$ cat config.mk
export PLATFORM = sky130hd
export DESIGN_NAME = refresh_sequencer
export DESIGN_NICKNAME = d
export VERILOG_FILES = /design/src/rtl/refresh_pkg.sv /design/src/rtl/refresh_clk_sel.sv /design/src/rtl/refresh_rotor.sv /design/src/rtl/refresh_slew.sv /design/src/rtl/refresh_sequencer.sv
export SDC_FILE = /design/constraint.sdc
export NUM_CORES = 1
export LEC_CHECK = 0
export ABC_AREA = 0
export BUFFER_PORTS_ARGS = -buffer_cell sky130_fd_sc_hd__buf_2
export CORE_ASPECT_RATIO = 1.25
export CORE_MARGIN = 4
export CORE_UTILIZATION = 30
export DETAILED_ROUTE_END_ITERATION = 8
export PLACE_DENSITY_LB_ADDON = 0.08
export SLEW_MARGIN = 5
export SYNTH_ARGS = -nofsm -noshare
export SYNTH_HDL_FRONTEND = slang
export SYNTH_SLANG_ARGS = --single-unit
$ cat constraint.sdc
create_clock -name clk -period 7.1 [get_ports clk]
set_clock_uncertainty 0.1 [all_clocks]
set_input_delay 0.71 -clock clk [delete_from_list [all_inputs] [get_ports clk]]
set_output_delay 0.71 -clock clk [all_outputs]
set_load 0.05 [all_outputs]
$ cat src/rtl/refresh_pkg.sv
package refresh_pkg;
  typedef logic [15:0] code_t;

  // Move cur toward tgt by at most step; land on tgt when close enough.
  function automatic code_t slew_step(code_t cur, code_t tgt, code_t step);
    if (tgt > cur) return ((tgt - cur) > step) ? code_t'(cur + step) : tgt;
    else           return ((cur - tgt) > step) ? code_t'(cur - step) : tgt;
  endfunction
endpackage

$ cat src/rtl/refresh_clk_sel.sv
module refresh_clk_sel #(
  parameter int OSC_HALF = 4762
) (
  input  logic clk,
  input  logic rst_n,
  input  logic ext_clk,
  input  logic ext_mode,
  output logic int_osc,
  output logic ext_s,
  output logic src_sel,
  output logic rise,
  output logic fall
);
  localparam int CNT_W = $clog2(OSC_HALF + 1);

  logic [CNT_W-1:0] cnt;
  logic ext_m, mode_q, rclk, rclk_q, rclk_d;

  always_ff @(posedge clk or negedge rst_n) begin
    if (!rst_n) begin
      cnt <= '0; int_osc <= 1'b0;
    end else if (cnt == CNT_W'(OSC_HALF - 1)) begin
      cnt <= '0; int_osc <= ~int_osc;
    end else begin
      cnt <= cnt + 1'b1;
    end
  end

  always_ff @(posedge clk or negedge rst_n) begin
    if (!rst_n) begin
      ext_m <= 1'b0; ext_s <= 1'b0; mode_q <= 1'b0; src_sel <= 1'b0;
    end else begin
      ext_m  <= ext_clk;
      ext_s  <= ext_m;
      mode_q <= ext_mode;
      if (!int_osc && !ext_s) src_sel <= mode_q;
    end
  end

  assign rclk = src_sel ? ext_s : int_osc;

  always_ff @(posedge clk or negedge rst_n) begin
    if (!rst_n) begin
      rclk_q <= 1'b0; rclk_d <= 1'b0;
    end else begin
      rclk_q <= rclk; rclk_d <= rclk_q;
    end
  end

  assign rise = rclk_q & ~rclk_d;
  assign fall = ~rclk_q & rclk_d;
endmodule

$ cat src/rtl/refresh_rotor.sv
module refresh_rotor #(
  parameter int N_SLOT = 18,
  localparam int IDX_W = $clog2(N_SLOT)
) (
  input  logic             clk,
  input  logic             rst_n,
  input  logic             rise,
  input  logic             fall,
  output logic [IDX_W-1:0] idx,
  output logic [IDX_W-1:0] nxt,
  output logic [N_SLOT-1:0] sw_en
);
  assign nxt = (idx == IDX_W'(N_SLOT - 1)) ? '0 : idx + 1'b1;

  always_ff @(posedge clk or negedge rst_n) begin
    if (!rst_n) begin
      idx   <= IDX_W'(N_SLOT - 1);
      sw_en <= '0;
    end else if (fall) begin
      idx   <= nxt;
      sw_en <= N_SLOT'(1) << nxt;
    end else if (rise) begin
      sw_en <= '0;
    end
  end
endmodule

$ cat src/rtl/refresh_slew.sv
module refresh_slew
  import refresh_pkg::*;
#(
  parameter int N_GAMMA     = 18,
  parameter int CODE_W      = 11,
  parameter int STEP        = 372,
  parameter bit VCOM_ROTATE = 1'b0,
  localparam int N_SLOT = N_GAMMA + int'(VCOM_ROTATE),
  localparam int N_REG  = N_GAMMA + 1,
  localparam int IDX_W  = $clog2(N_SLOT)
) (
  input  logic                    clk,
  input  logic                    rst_n,
  input  logic                    update,
  input  logic [N_REG*CODE_W-1:0] codes_in,
  input  logic                    fall,
  input  logic [IDX_W-1:0]        nxt,
  output logic [CODE_W-1:0]       dac_code,
  output logic [CODE_W-1:0]       vcom_code,
  output logic [N_SLOT*CODE_W-1:0] app_flat
);
  logic [CODE_W-1:0] shadow [N_REG];
  logic [CODE_W-1:0] tgt_eff [N_REG];
  logic [CODE_W-1:0] applied [N_SLOT];
  logic [CODE_W-1:0] stepped;

  always_comb begin
    for (int k = 0; k < N_REG; k++)
      tgt_eff[k] = update ? codes_in[k*CODE_W +: CODE_W] : shadow[k];
  end

  assign stepped = CODE_W'(slew_step(code_t'(applied[nxt]), code_t'(tgt_eff[nxt]),
                                     code_t'(STEP)));

  always_ff @(posedge clk or negedge rst_n) begin
    if (!rst_n) begin
      for (int k = 0; k < N_REG; k++) shadow[k] <= '0;
      for (int k = 0; k < N_SLOT; k++) applied[k] <= '0;
      dac_code <= '0;
    end else begin
      if (update)
        for (int k = 0; k < N_REG; k++) shadow[k] <= codes_in[k*CODE_W +: CODE_W];
      if (fall) begin
        applied[nxt] <= stepped;
        dac_code     <= stepped;
      end
    end
  end

  always_comb begin
    for (int k = 0; k < N_SLOT; k++) app_flat[k*CODE_W +: CODE_W] = applied[k];
  end

  generate
    if (VCOM_ROTATE) begin : g_vcom_slot
      assign vcom_code = applied[N_GAMMA];
    end else begin : g_vcom_direct
      assign vcom_code = shadow[N_GAMMA];
    end
  endgenerate
endmodule

$ cat src/rtl/refresh_sequencer.sv
module refresh_sequencer #(
  parameter int N_GAMMA     = 18,
  parameter int CODE_W      = 11,
  parameter int STEP        = 372,
  parameter int OSC_HALF    = 4762,
  parameter bit VCOM_ROTATE = 1'b0,
  localparam int N_SLOT = N_GAMMA + int'(VCOM_ROTATE),
  localparam int N_REG  = N_GAMMA + 1,
  localparam int IDX_W  = $clog2(N_SLOT)
) (
  input  logic                    clk,
  input  logic                    rst_n,
  input  logic [N_REG*CODE_W-1:0] codes_in,
  input  logic                    update,
  input  logic                    ext_clk,
  input  logic                    ext_mode,
  input  logic                    share_osc,
  output logic [CODE_W-1:0]       dac_code,
  output logic [IDX_W-1:0]        chan_idx,
  output logic [N_SLOT-1:0]       sw_en,
  output logic [CODE_W-1:0]       vcom_code,
  output logic                    osc_out,
  output logic                    osc_oe
);
  logic int_osc, ext_s, src_sel, rise, fall;
  logic [IDX_W-1:0] nxt;
  logic [N_SLOT*CODE_W-1:0] app_flat;

  refresh_clk_sel #(.OSC_HALF(OSC_HALF)) u_clk (
    .clk(clk), .rst_n(rst_n), .ext_clk(ext_clk), .ext_mode(ext_mode),
    .int_osc(int_osc), .ext_s(ext_s), .src_sel(src_sel), .rise(rise), .fall(fall)
  );

  refresh_rotor #(.N_SLOT(N_SLOT)) u_rot (
    .clk(clk), .rst_n(rst_n), .rise(rise), .fall(fall),
    .idx(chan_idx), .nxt(nxt), .sw_en(sw_en)
  );

  refresh_slew #(.N_GAMMA(N_GAMMA), .CODE_W(CODE_W), .STEP(STEP),
                 .VCOM_ROTATE(VCOM_ROTATE)) u_slew (
    .clk(clk), .rst_n(rst_n), .update(update), .codes_in(codes_in),
    .fall(fall), .nxt(nxt), .dac_code(dac_code), .vcom_code(vcom_code),
    .app_flat(app_flat)
  );

  assign osc_out = int_osc;
  assign osc_oe  = share_osc & ~src_sel;
endmodule

==> impl_metrics.env <==
export IMPL_final_hold_viol_count=0
export IMPL_clkTransAtPathRegs_ns=0.06
export IMPL_grtUsageTotal=0.192
export IMPL_row_count=113
export IMPL_cts_htree_levels=2
export IMPL_core_area_um2=76100
export IMPL_via_per_inst=5.08
export IMPL_ys_top_cells_by_area="dfrtp_1, mux2_2, nand2_1"
export IMPL_multi_input_comb_area_um2=10500
export IMPL_grt_pass1_vias=18100
export IMPL_wl_per_cell_um=23.3
export IMPL_synth_seq_area_share=0.500
export IMPL_cp_max_fo=19
export IMPL_layout_drive_gt1_share=0.296
export IMPL_syn_cell_area_um2=23100
export IMPL_min_from="ext_mode"
export IMPL_met3_length_um=2950
export IMPL_overflow=0
export IMPL_cp_end_kind="register"
export IMPL_drt_iter0_drc=1082
export IMPL_num_fill_cells=7648
export IMPL_max_freq_mhz=147
export IMPL_grt_max_degree=162
export IMPL_nets=2655
export IMPL_relSlewSlack=0.250
export IMPL_drc=0
export IMPL_cp_start_kind="register"
export IMPL_synth_edf_count=0
export IMPL_die_area_um2=81400
export IMPL_r2r_cells=23
export IMPL_r2r_start="u_rot.idx[0]"
export IMPL_antenna_found_initial=1
export IMPL_cap_violations=0
export IMPL_r2r_end="u_slew.app_flat[171]"
export IMPL_cts_sinks=461
export IMPL_ys_types=103
export IMPL_antenna_left=0
export IMPL_postSynth_asyncResetShare=1.00
export IMPL_topRoutingLayerUsed="met4"
export IMPL_root_buffer="clkbuf_16"
export IMPL_avgSynthCellArea_um2=10.6
export IMPL_ys_flop_type="dfrtp_1"
export IMPL_holdPathEnd="u_clk.mode_q"
export IMPL_yosysTopAreaCell="dfrtp_1"
export IMPL_cts_tree="done"
export IMPL_tns_ns=0
export IMPL_slew_viol_final=0
export IMPL_synthCells=2170
export IMPL_hpwl_um=56500
export IMPL_crit_required_ns=7.44
export IMPL_io_pins=262
export IMPL_fp_dieH_um=318
export IMPL_timing_final_crit_share=0.956
export IMPL_yosysWarnings=0
export IMPL_hp_class="in2reg"
export IMPL_fin_crit_ns=6.79
export IMPL_initial_core_util=0.303
export IMPL_hold_path_depth=1
export IMPL_synth_seq_cells=461
export IMPL_clock_latency_ns=0.63
export IMPL_io_buffers=261
export IMPL_cts_made_buffers=52
export IMPL_wl_met1_um=35200
export IMPL_status="finished, final reports clean"
export IMPL_yosysTopAreaCellShare=0.498
export IMPL_grt_pass1_wl_um=121000
export IMPL_ff2ff_setup_slack_ns=0.31
export IMPL_cp_arrival_ns=7.13
export IMPL_first_pass_iters=7
export IMPL_die_x_um=256
export IMPL_area_growth_pct=18.7
export IMPL_wl_met2_um=40300
export IMPL_wirelength_um=79900
export IMPL_seq_area_um2=11500
export IMPL_num_vias=17400
export IMPL_finalInstanceArea_um2=27400
export IMPL_tightest_slew_ns=1.12
export IMPL_setup_viol=0
export IMPL_syn_nets=2417
export IMPL_rsz0062_at_grt="false"
export IMPL_placed_area_um2=25700
export IMPL_n_antenna_cell=0
export IMPL_gp_congestion=0.833
export IMPL_worstSetupPathType="reg2reg"
export IMPL_clock_path_buffers=3
kinds of logic after synthesis:
logic type | share of synthesized area
adder cells (fa/ha/maj) | 0.0177
AND/OR/NAND/NOR | 0.112
multiplexers | 0.165
AO/OA/AOI/OAI | 0.146
XOR/XNOR | 0.0105
buffers and inverters | 0.0482
flip-flops | 0.500
area by class of cell:
type                            count  share of cell area
Clock buffer                       81              0.0563
Tap cell                          977              0.0446
Multi-Input combinational cell   1480               0.384
Inverter                           59             0.00809
Sequential cell                   461               0.421
Clock inverter                     11             0.00411
Timing Repair Buffer              354              0.0818
through the flow:
step	hold WS, ns	cells	util	worst slack (ns)
floorplan	0.231	2170	-	0.119
global placement	0.232	3328	0.337	0.304
detailed placement	0.250	3328	0.337	0.0932
CTS	0.0398	3421	0.359	0.0599
global route	0.0582	3423	0.360	0.0132
finish	0.0862	3423	0.360	0.310
cells in the mapped netlist (5+ instances only):
library cell / n
o221ai_1: 10
nand2_1: 278
nor4_1: 6
a31oi_1: 16
o2bb2ai_1: 7
a21o_1: 8
o22ai_1: 25
o21ai_0: 202
o21ai_2: 7
mux2i_1: 102
a22oi_1: 5
buf_2: 51
dfrtp_1: 459
or3_1: 6
mux4_2: 13
nand4_1: 10
xor2_1: 14
inv_1: 54
and3_1: 9
nand3_1: 48
mux2_2: 220
buf_6: 8
a211oi_1: 20
xnor2_1: 10
nor2b_1: 14
a21oi_1: 66
o21ai_1: 35
o21a_1: 6
nor3_1: 20
ha_1: 31
clkbuf_1: 63
buf_4: 34
buf_1: 13
o211ai_1: 18
a221oi_1: 14
or2_2: 5
o22a_1: 9
nor2_1: 115
nand2b_1: 25
layout by cell type (no fill, tap or decap), types with 13 or more instances in the layout:
cell type  instances
buf_4             75
a221oi_1          13
clkbuf_16         52
buf_12            17
nor2b_1           14
buf_2            259
nand3_1           48
a31oi_1           16
nand2_1          275
dfrtp_1          459
clkbuf_8          14
clkbuf_1          16
ha_1              29
nor3_1            20
o21ai_1           35
nand2b_1          25
o21ai_0          202
inv_1             54
a21oi_1           66
mux2_2           220
xor2_1            14
a211oi_1          20
o22ai_1           25
mux4_2            13
nor2_1           115
mux2i_1          102
o211ai_1          18
sequential cells by signal (all words and copies together), names as in the netlist:
register / flops
u_clk.cnt: 13
u_clk.ext_m: 1
u_clk.ext_s: 1
u_clk.int_osc: 1
u_clk.mode_q: 1
u_clk.rclk_d: 1
u_clk.rclk_q: 1
u_clk.src_sel: 1
u_rot.idx: 5
u_rot.sw_en: 18
u_slew.app_flat: 198
u_slew.dac_code: 11
u_slew.shadow: 198
u_slew.vcom_code: 11
worst max-delay path, stage by stage (launching register included):
cell       delay [ns]
dfstp_2          0.60
inv_2            0.07
ha_4             0.29
clkinv_1         0.34
buf_4            0.37
a21oi_1          0.32
nor2_1           0.07
buf_4            0.18
nand2_1          0.33
o22a_1           0.23
nand4_1          0.30
inv_1            0.14
ha_1             0.25
and2_1           0.23
a221oi_1         0.40
a21oi_1          0.19
a31oi_1          0.24
mux2_2           0.38
a211oi_4         0.36
nor2_1           0.24
a221oi_1         0.34
a2bb2oi_2        0.21
buf_4            0.27
o21ai_0          0.13
layer usage:
metal,track usage,up-vias
met5,0,-
met4,0.0367,0
met3,0.0248,91
met2,0.343,411
met1,0.253,8683
li1,-,8190
how the worst max path moves through the flow:
stage               cells past startpoint                   end    startpoint  slack (ns)
finish                                 23  u_slew.app_flat[171]  u_rot.idx[0]        0.31
global route                           24  u_slew.app_flat[127]  u_rot.idx[0]        0.01
CTS                                    20  u_slew.app_flat[129]  u_rot.idx[0]        0.06
detailed placement                     19   u_slew.app_flat[65]  u_rot.idx[0]        0.09
global placement                       22  u_slew.app_flat[107]  u_rot.idx[0]        0.30
floorplan                              29   u_slew.app_flat[27]  u_rot.idx[0]        0.12
what timing repair did:
action | in CTS | in global routing
hold buffers | 1 | 0
hold endpoints to repair | 75 | 0
endpoints found under the setup margin | 0 | 209
resized for setup | 0 | 6
setup buffers | 0 | 2
Power is not shown: default switching activity piles up to over one toggle a cycle in this logic, so the estimate is an artifact.
